$ cat config.mk
export PLATFORM = sky130hd
export DESIGN_NAME = act_mon_bank
export DESIGN_NICKNAME = d
export VERILOG_FILES = /design/src/rtl/amu_pkg.sv /design/src/rtl/amu_counter.sv /design/src/rtl/amu_ext_port.sv /design/src/rtl/act_mon_bank.sv
export SDC_FILE = /design/constraint.sdc
export NUM_CORES = 1
export LEC_CHECK = 0
export BUFFER_PORTS_ARGS = -buffer_cell sky130_fd_sc_hd__buf_2
export CORE_ASPECT_RATIO = 1.2
export CORE_UTILIZATION = 55
export CTS_BUF_LIST = sky130_fd_sc_hd__clkbuf_8 sky130_fd_sc_hd__clkbuf_16
export DETAILED_ROUTE_END_ITERATION = 10
export PLACE_DENSITY = 0.74
export RECOVER_POWER = 50
export SLEW_MARGIN = 20
export SYNTH_ARGS = -nofsm -noshare
export SYNTH_HDL_FRONTEND = slang
export SYNTH_HIERARCHICAL = 1
export SYNTH_SLANG_ARGS = --single-unit
$ cat constraint.sdc
create_clock -name clk_i -period 3.5 [get_ports clk_i]
set_input_delay 0.175 -clock clk_i [delete_from_list [all_inputs] [get_ports clk_i]]
set_output_delay 0.175 -clock clk_i [all_outputs]
set_load 0.01 [all_outputs]
$ cat src/rtl/amu_pkg.sv
package amu_pkg;
  localparam int NUM_CNT = 5;
  localparam int CNT_W   = 64;
  localparam int EL_W    = 2;
  localparam logic [EL_W-1:0] EL_TOP = 2'd3;
  localparam int EXT_DW  = 32;
  localparam int EXT_AW  = 8;
  localparam int SEL_W   = $clog2(NUM_CNT);
endpackage

$ cat src/rtl/amu_counter.sv
module amu_counter #(
  parameter int CNT_W = 64,
  parameter bit GATED = 1'b0
) (
  input  logic             clk_i,
  input  logic             rst_ni,
  input  logic             evt_i,
  input  logic             idle_i,
  input  logic             wr_i,
  input  logic [CNT_W-1:0] wdata_i,
  output logic [CNT_W-1:0] cnt_o
);
  logic inc;
  assign inc = evt_i && !(GATED && idle_i);

  always_ff @(posedge clk_i or negedge rst_ni) begin
    if (!rst_ni)   cnt_o <= '0;
    else if (wr_i) cnt_o <= wdata_i;
    else if (inc)  cnt_o <= cnt_o + 1'b1;
  end

  p_write_wins_r7: assert property (@(posedge clk_i) disable iff (!rst_ni)
    wr_i |=> cnt_o == $past(wdata_i));
  p_count_step_r2: assert property (@(posedge clk_i) disable iff (!rst_ni)
    (!wr_i && evt_i && !idle_i) |=> cnt_o == $past(cnt_o) + 1'b1);
  p_no_event_hold_r2: assert property (@(posedge clk_i) disable iff (!rst_ni)
    (!wr_i && !evt_i) |=> $stable(cnt_o));
  p_wrap_r4: assert property (@(posedge clk_i) disable iff (!rst_ni)
    (!wr_i && evt_i && !idle_i && (&cnt_o)) |=> cnt_o == '0);

  if (GATED) begin : g_gate_chk
    p_idle_freeze_r3: assert property (@(posedge clk_i) disable iff (!rst_ni)
      (!wr_i && idle_i) |=> $stable(cnt_o));
  end else begin : g_free_chk
    p_idle_runs_r3: assert property (@(posedge clk_i) disable iff (!rst_ni)
      (!wr_i && idle_i && evt_i) |=> cnt_o == $past(cnt_o) + 1'b1);
  end
endmodule

$ cat src/rtl/amu_ext_port.sv
module amu_ext_port
  import amu_pkg::*;
#(
  parameter int N  = NUM_CNT,
  parameter int CW = CNT_W,
  parameter int DW = EXT_DW,
  parameter int AW = EXT_AW
) (
  input  logic                  req_i,
  input  logic                  we_i,
  input  logic [AW-1:0]         addr_i,
  input  logic [N-1:0][CW-1:0]  cnt_i,
  output logic [DW-1:0]         rdata_o,
  output logic                  err_o
);
  localparam int IDX_LSB = 3;

  logic hit;
  logic [DW-1:0] pick;

  always_comb begin
    hit  = 1'b0;
    pick = '0;
    for (int i = 0; i < N; i++) begin
      if (int'(addr_i[AW-1:IDX_LSB]) == i) begin
        hit  = 1'b1;
        pick = addr_i[2] ? cnt_i[i][2*DW-1:DW] : cnt_i[i][DW-1:0];
      end
    end
  end

  // unmapped, misaligned and any write are rejected
  always_comb begin
    err_o   = req_i && (we_i || !hit || (addr_i[1:0] != 2'b00));
    rdata_o = (req_i && !err_o) ? pick : '0;
  end

  always_comb begin
    a_err_zero_r10: assert (!err_o || rdata_o == '0);
    a_idle_quiet_r9: assert (req_i || (!err_o && rdata_o == '0));
  end
endmodule

$ cat src/rtl/act_mon_bank.sv
module act_mon_bank
  import amu_pkg::*;
#(
  parameter int N  = NUM_CNT,
  parameter int CW = CNT_W,
  parameter int DW = EXT_DW,
  parameter int AW = EXT_AW,
  parameter int SW = SEL_W
) (
  input  logic          clk_i,
  input  logic          rst_ni,
  input  logic [N-1:0]  evt_i,
  input  logic          low_pwr_i,
  input  logic          sys_we_i,
  input  logic [EL_W-1:0] sys_el_i,
  input  logic [SW-1:0] sys_sel_i,
  input  logic [CW-1:0] sys_wdata_i,
  output logic [CW-1:0] sys_rdata_o,
  input  logic          ext_req_i,
  input  logic          ext_we_i,
  input  logic [AW-1:0] ext_addr_i,
  output logic [DW-1:0] ext_rdata_o,
  output logic          ext_err_o
);
  logic [N-1:0][CW-1:0] cnt;
  logic [N-1:0]         wr_en;
  logic                 wr_ok;

  assign wr_ok = sys_we_i && (sys_el_i == EL_TOP);

  for (genvar i = 0; i < N; i++) begin : g_cnt
    assign wr_en[i] = wr_ok && (sys_sel_i == SW'(i));

    amu_counter #(.CNT_W(CW), .GATED(i == 0)) u_cnt (
      .clk_i  (clk_i),
      .rst_ni (rst_ni),
      .evt_i  (evt_i[i]),
      .idle_i (low_pwr_i),
      .wr_i   (wr_en[i]),
      .wdata_i(sys_wdata_i),
      .cnt_o  (cnt[i])
    );

    p_unpriv_hold_r6: assert property (@(posedge clk_i) disable iff (!rst_ni)
      (sys_we_i && sys_el_i != EL_TOP && !evt_i[i]) |=> $stable(cnt[i]));
  end

  always_comb begin
    sys_rdata_o = '0;
    for (int i = 0; i < N; i++)
      if (int'(sys_sel_i) == i) sys_rdata_o = cnt[i];
  end

  amu_ext_port #(.N(N), .CW(CW), .DW(DW), .AW(AW)) u_ext (
    .req_i  (ext_req_i),
    .we_i   (ext_we_i),
    .addr_i (ext_addr_i),
    .cnt_i  (cnt),
    .rdata_o(ext_rdata_o),
    .err_o  (ext_err_o)
  );

  p_reset_zero_r1: assert property (@(posedge clk_i)
    $rose(rst_ni) |-> (cnt == '0));
  p_wr_onehot_r5: assert property (@(posedge clk_i) disable iff (!rst_ni)
    $onehot0(wr_en));
  p_bad_sel_read_r8: assert property (@(posedge clk_i) disable iff (!rst_ni)
    (int'(sys_sel_i) >= N) |-> sys_rdata_o == '0);
endmodule

==> flow_summary.ini <==
[outcome]
outcome = complete, but fails checks
violations = design-rule violations, max-capacitance violations, max-slew violations

[power_and_ir_drop]
clockPowerShare_pct = 28.1
combPwrFrac_pct = 26.6
irDropWorstVdd_v = 0.0004815
pwr-share-seq_pct = 45.3
switching_share_pct = 40.94
p_switching_w = 0.006041
p_int_w = 0.008713
p_leak_nw = 10.94
power_density_nw_per_um2 = 528.8

[logic_synthesis]
synth_nets = 2977
ys_ff_latch = 320
netlist-cell-type-count = 71
async_flop_share_pct = 100.0
synth_edf_count = 0
synthesis.area_um2 = 24760
synthFlopType = dfrtp_1
avgSynthCellArea_um2 = 8.585
synthCells = 2884
yosys_warnings = 6
ys_seq_area_share_pct = 32.34

[sta]
period_minus_slack_ns = 2.956
grt_setup_unrepaired = false
slew_headroom_pct = -74.47
max_clock_freq_mhz = 338.3
fin_crit_sh_pct = 84.46
fin_setup_tns_ns = 0
fin_hold_ws_ns = 0.03828
final_hold_viol_count = 0
finalClockSkew_ns = 0.02200
final-max-slew-violation-count = 246
worst-slew-pin-transition_ns = 2.617
setup_viol = 0

[final_layout]
top_register = g_cnt.u_cnt/cnt_o
nets = 3138
fillers = 3849
area_delta_synth_final_pct = 12.68
largest_reg_flops = 320
reg_top3 = g_cnt.u_cnt/cnt_o (320)
drive_gt1_share_pct = 16.74

[clock_tree]
htree_levels = 2
postCtsHoldBufs = 66
cts_buffers = 39
cts_sinks = 320
cts_setup_buffers = 0
clk_pin_slew_ns = 0.06
cts_resized = 0
clockRootBuffer = clkbuf_16
clockBufferDepth = 3
cts_tree = built
worstSkewPairLatency_ns = 0.58

[global_route]
grt-busiest-layer = met2
grtUsageTotal_pct = 51.07
grt_pass1_wl_um = 168900
use_met2_pct = 73.26
globalRoute.totalOverflow = 0
grt_pass1_vias = 24530
antenna_found_initial = 4
grt_max_degree = 101
gr-usage-met3_pct = 14.14
grt_use_met1_pct = 61.95

[placement]
port_buffers = 184
dp.final_hpwl_um = 86530
gp_congestion = 1.099

[detailed_routing]
wl_um = 118400
viasPerCell = 7.386
drc = 1
postRouteAntennaNets = 0
dr.pass1.iters = 9
avgRoutedWirePerCell_um = 32.58
via_count = 26830
drt_iter0_drc = 4127

[setup_path]
cp-end-kind = register
reg2reg_from = g_cnt[0].u_cnt/cnt_o[0]
cp_data_arrival_time_ns = 3.46
critPathKind = reg -> reg
worstSetupStartpoint = g_cnt[0].u_cnt/cnt_o[0]
required_ns = 4.00
reg2reg_depth = 6
critPathLaunchType = register
crit_fanout = 18

[min_path]
hp-start = sys_wdata_i[48]
hold_class = in -> reg
min_path_cells = 3

[die]
num_rows = 84
die_w_um = 195.7
core-area_um2 = 44140
ioPinCount = 185
floorplan.initialDensity_pct = 56.09
die_h_um = 234.4
die_area_um2 = 45870

[job]
cap_viol_max_count = 3
-- logic make-up after synthesis --
kind of cell	count (synthesis)	share of synthesized area, %
AO/OA/AOI/OAI	648	17.46
XOR/XNOR	167	5.907
adder cells (fa/ha/maj)	5	0.2527
buffers and inverters	249	5.215
flip-flops	320	32.34
multiplexers	236	11.54
AND/OR/NAND/NOR	1259	27.28
-- area by class of cell --
class / instances / area (µm²) / share of cell area (%)
Sequential cell: 320 / 8008 / 28.70
Clock buffer: 48 / 1111 / 3.982
Antenna cell: 3 / 7.507 / 0.02691
Timing Repair Buffer: 328 / 2273 / 8.148
Clock inverter: 19 / 151.4 / 0.5426
Tap cell: 559 / 699.4 / 2.507
Multi-Input combinational cell: 2315 / 15500 / 55.54
Inverter: 41 / 153.9 / 0.5516
-- stage by stage --
stage / std cells / setup WS (ns) / instance area, µm² / power, W / util [%]
global placement: 3497 / 0.6907 / 26030 / 0.01008 / 58.97
CTS: 3630 / 0.6010 / 27950 / 0.01442 / 63.32
detailed placement: 3497 / 0.6114 / 26030 / 0.01024 / 58.97
global route: 3630 / 0.3748 / 27890 / 0.01512 / 63.19
finish: 3633 / 0.5438 / 27900 / 0.01475 / 63.21
floorplan: 2884 / 1.103 / 24760 / 0.008110 / -
-- critical path, stage by stage (launching register included) --
cell and delay [ns]:
dfrtp_1 0.45, ha_1 0.34, nand4_1 0.12, or4_1 0.47
or4b_1 0.83, or4_1 0.59, nand3_1 0.09
-- path summary, 6_finish.rpt --
| kind | end | slack, ns |
|---|---|---|
| worst max-delay path | g_cnt[0].u_cnt/cnt_o[42] | 0.54 |
| worst min-delay path | g_cnt[1].u_cnt/cnt_o[48] | 0.04 |
| worst max register to register | g_cnt[0].u_cnt/cnt_o[42] | 0.54 |
| worst min register to register | g_cnt[3].u_cnt/cnt_o[63] | 0.61 |
| max in group asynchronous | g_cnt[0].u_cnt/cnt_o[1] | 1.25 |
| min in group asynchronous | g_cnt[1].u_cnt/cnt_o[60] | 0.84 |
-- synth_stat cells, types with 54 or more instances --
library cell  number  area share [%]
xnor2_1           54             1.9
a31oi_1          133             3.4
mux2_2            76             3.5
and3_1            96             2.4
nand4_1          125             3.2
nand2_1          344             5.2
xor2_1           113             4.0
nor2_1           213             3.2
o21ai_0          210             4.2
mux2i_1          128             5.2
or4_1             89             2.7
o31ai_1           83             2.5
dfrtp_1          320              32
nand3_1          157             3.2
clkbuf_1          99             1.5
-- power by group through the flow --
stage               combinational, W  clock, W  sequential (W)
finish                       0.00393   0.00414         0.00669
global route                 0.00410   0.00428         0.00674
CTS                          0.00375   0.00414         0.00653
detailed placement           0.00365         0         0.00659
global placement             0.00355         0         0.00653
floorplan                    0.00246         0         0.00565
-- metal layers --
| metal | part of all wire, % | up-vias |
|---|---|---|
| li1 | - | 11180 |
| met1 | 35 | 12730 |
| met2 | 41 | 2299 |
| met3 | 13 | 618 |
| met4 | 12 | 4 |
| met5 | 0.020 | - |
-- cells in the final DEF (no fill, tap or decap), types with 83 or more instances in the layout --
master	n
xor2_1	113
dfrtp_1	320
nor2_1	212
o21ai_0	210
nand3_1	157
nand2_1	344
or4_1	89
nand4_1	125
and3_1	95
a31oi_1	133
mux2i_1	128
buf_2	179
o31ai_1	83
Power figures use the tool's default switching activity.
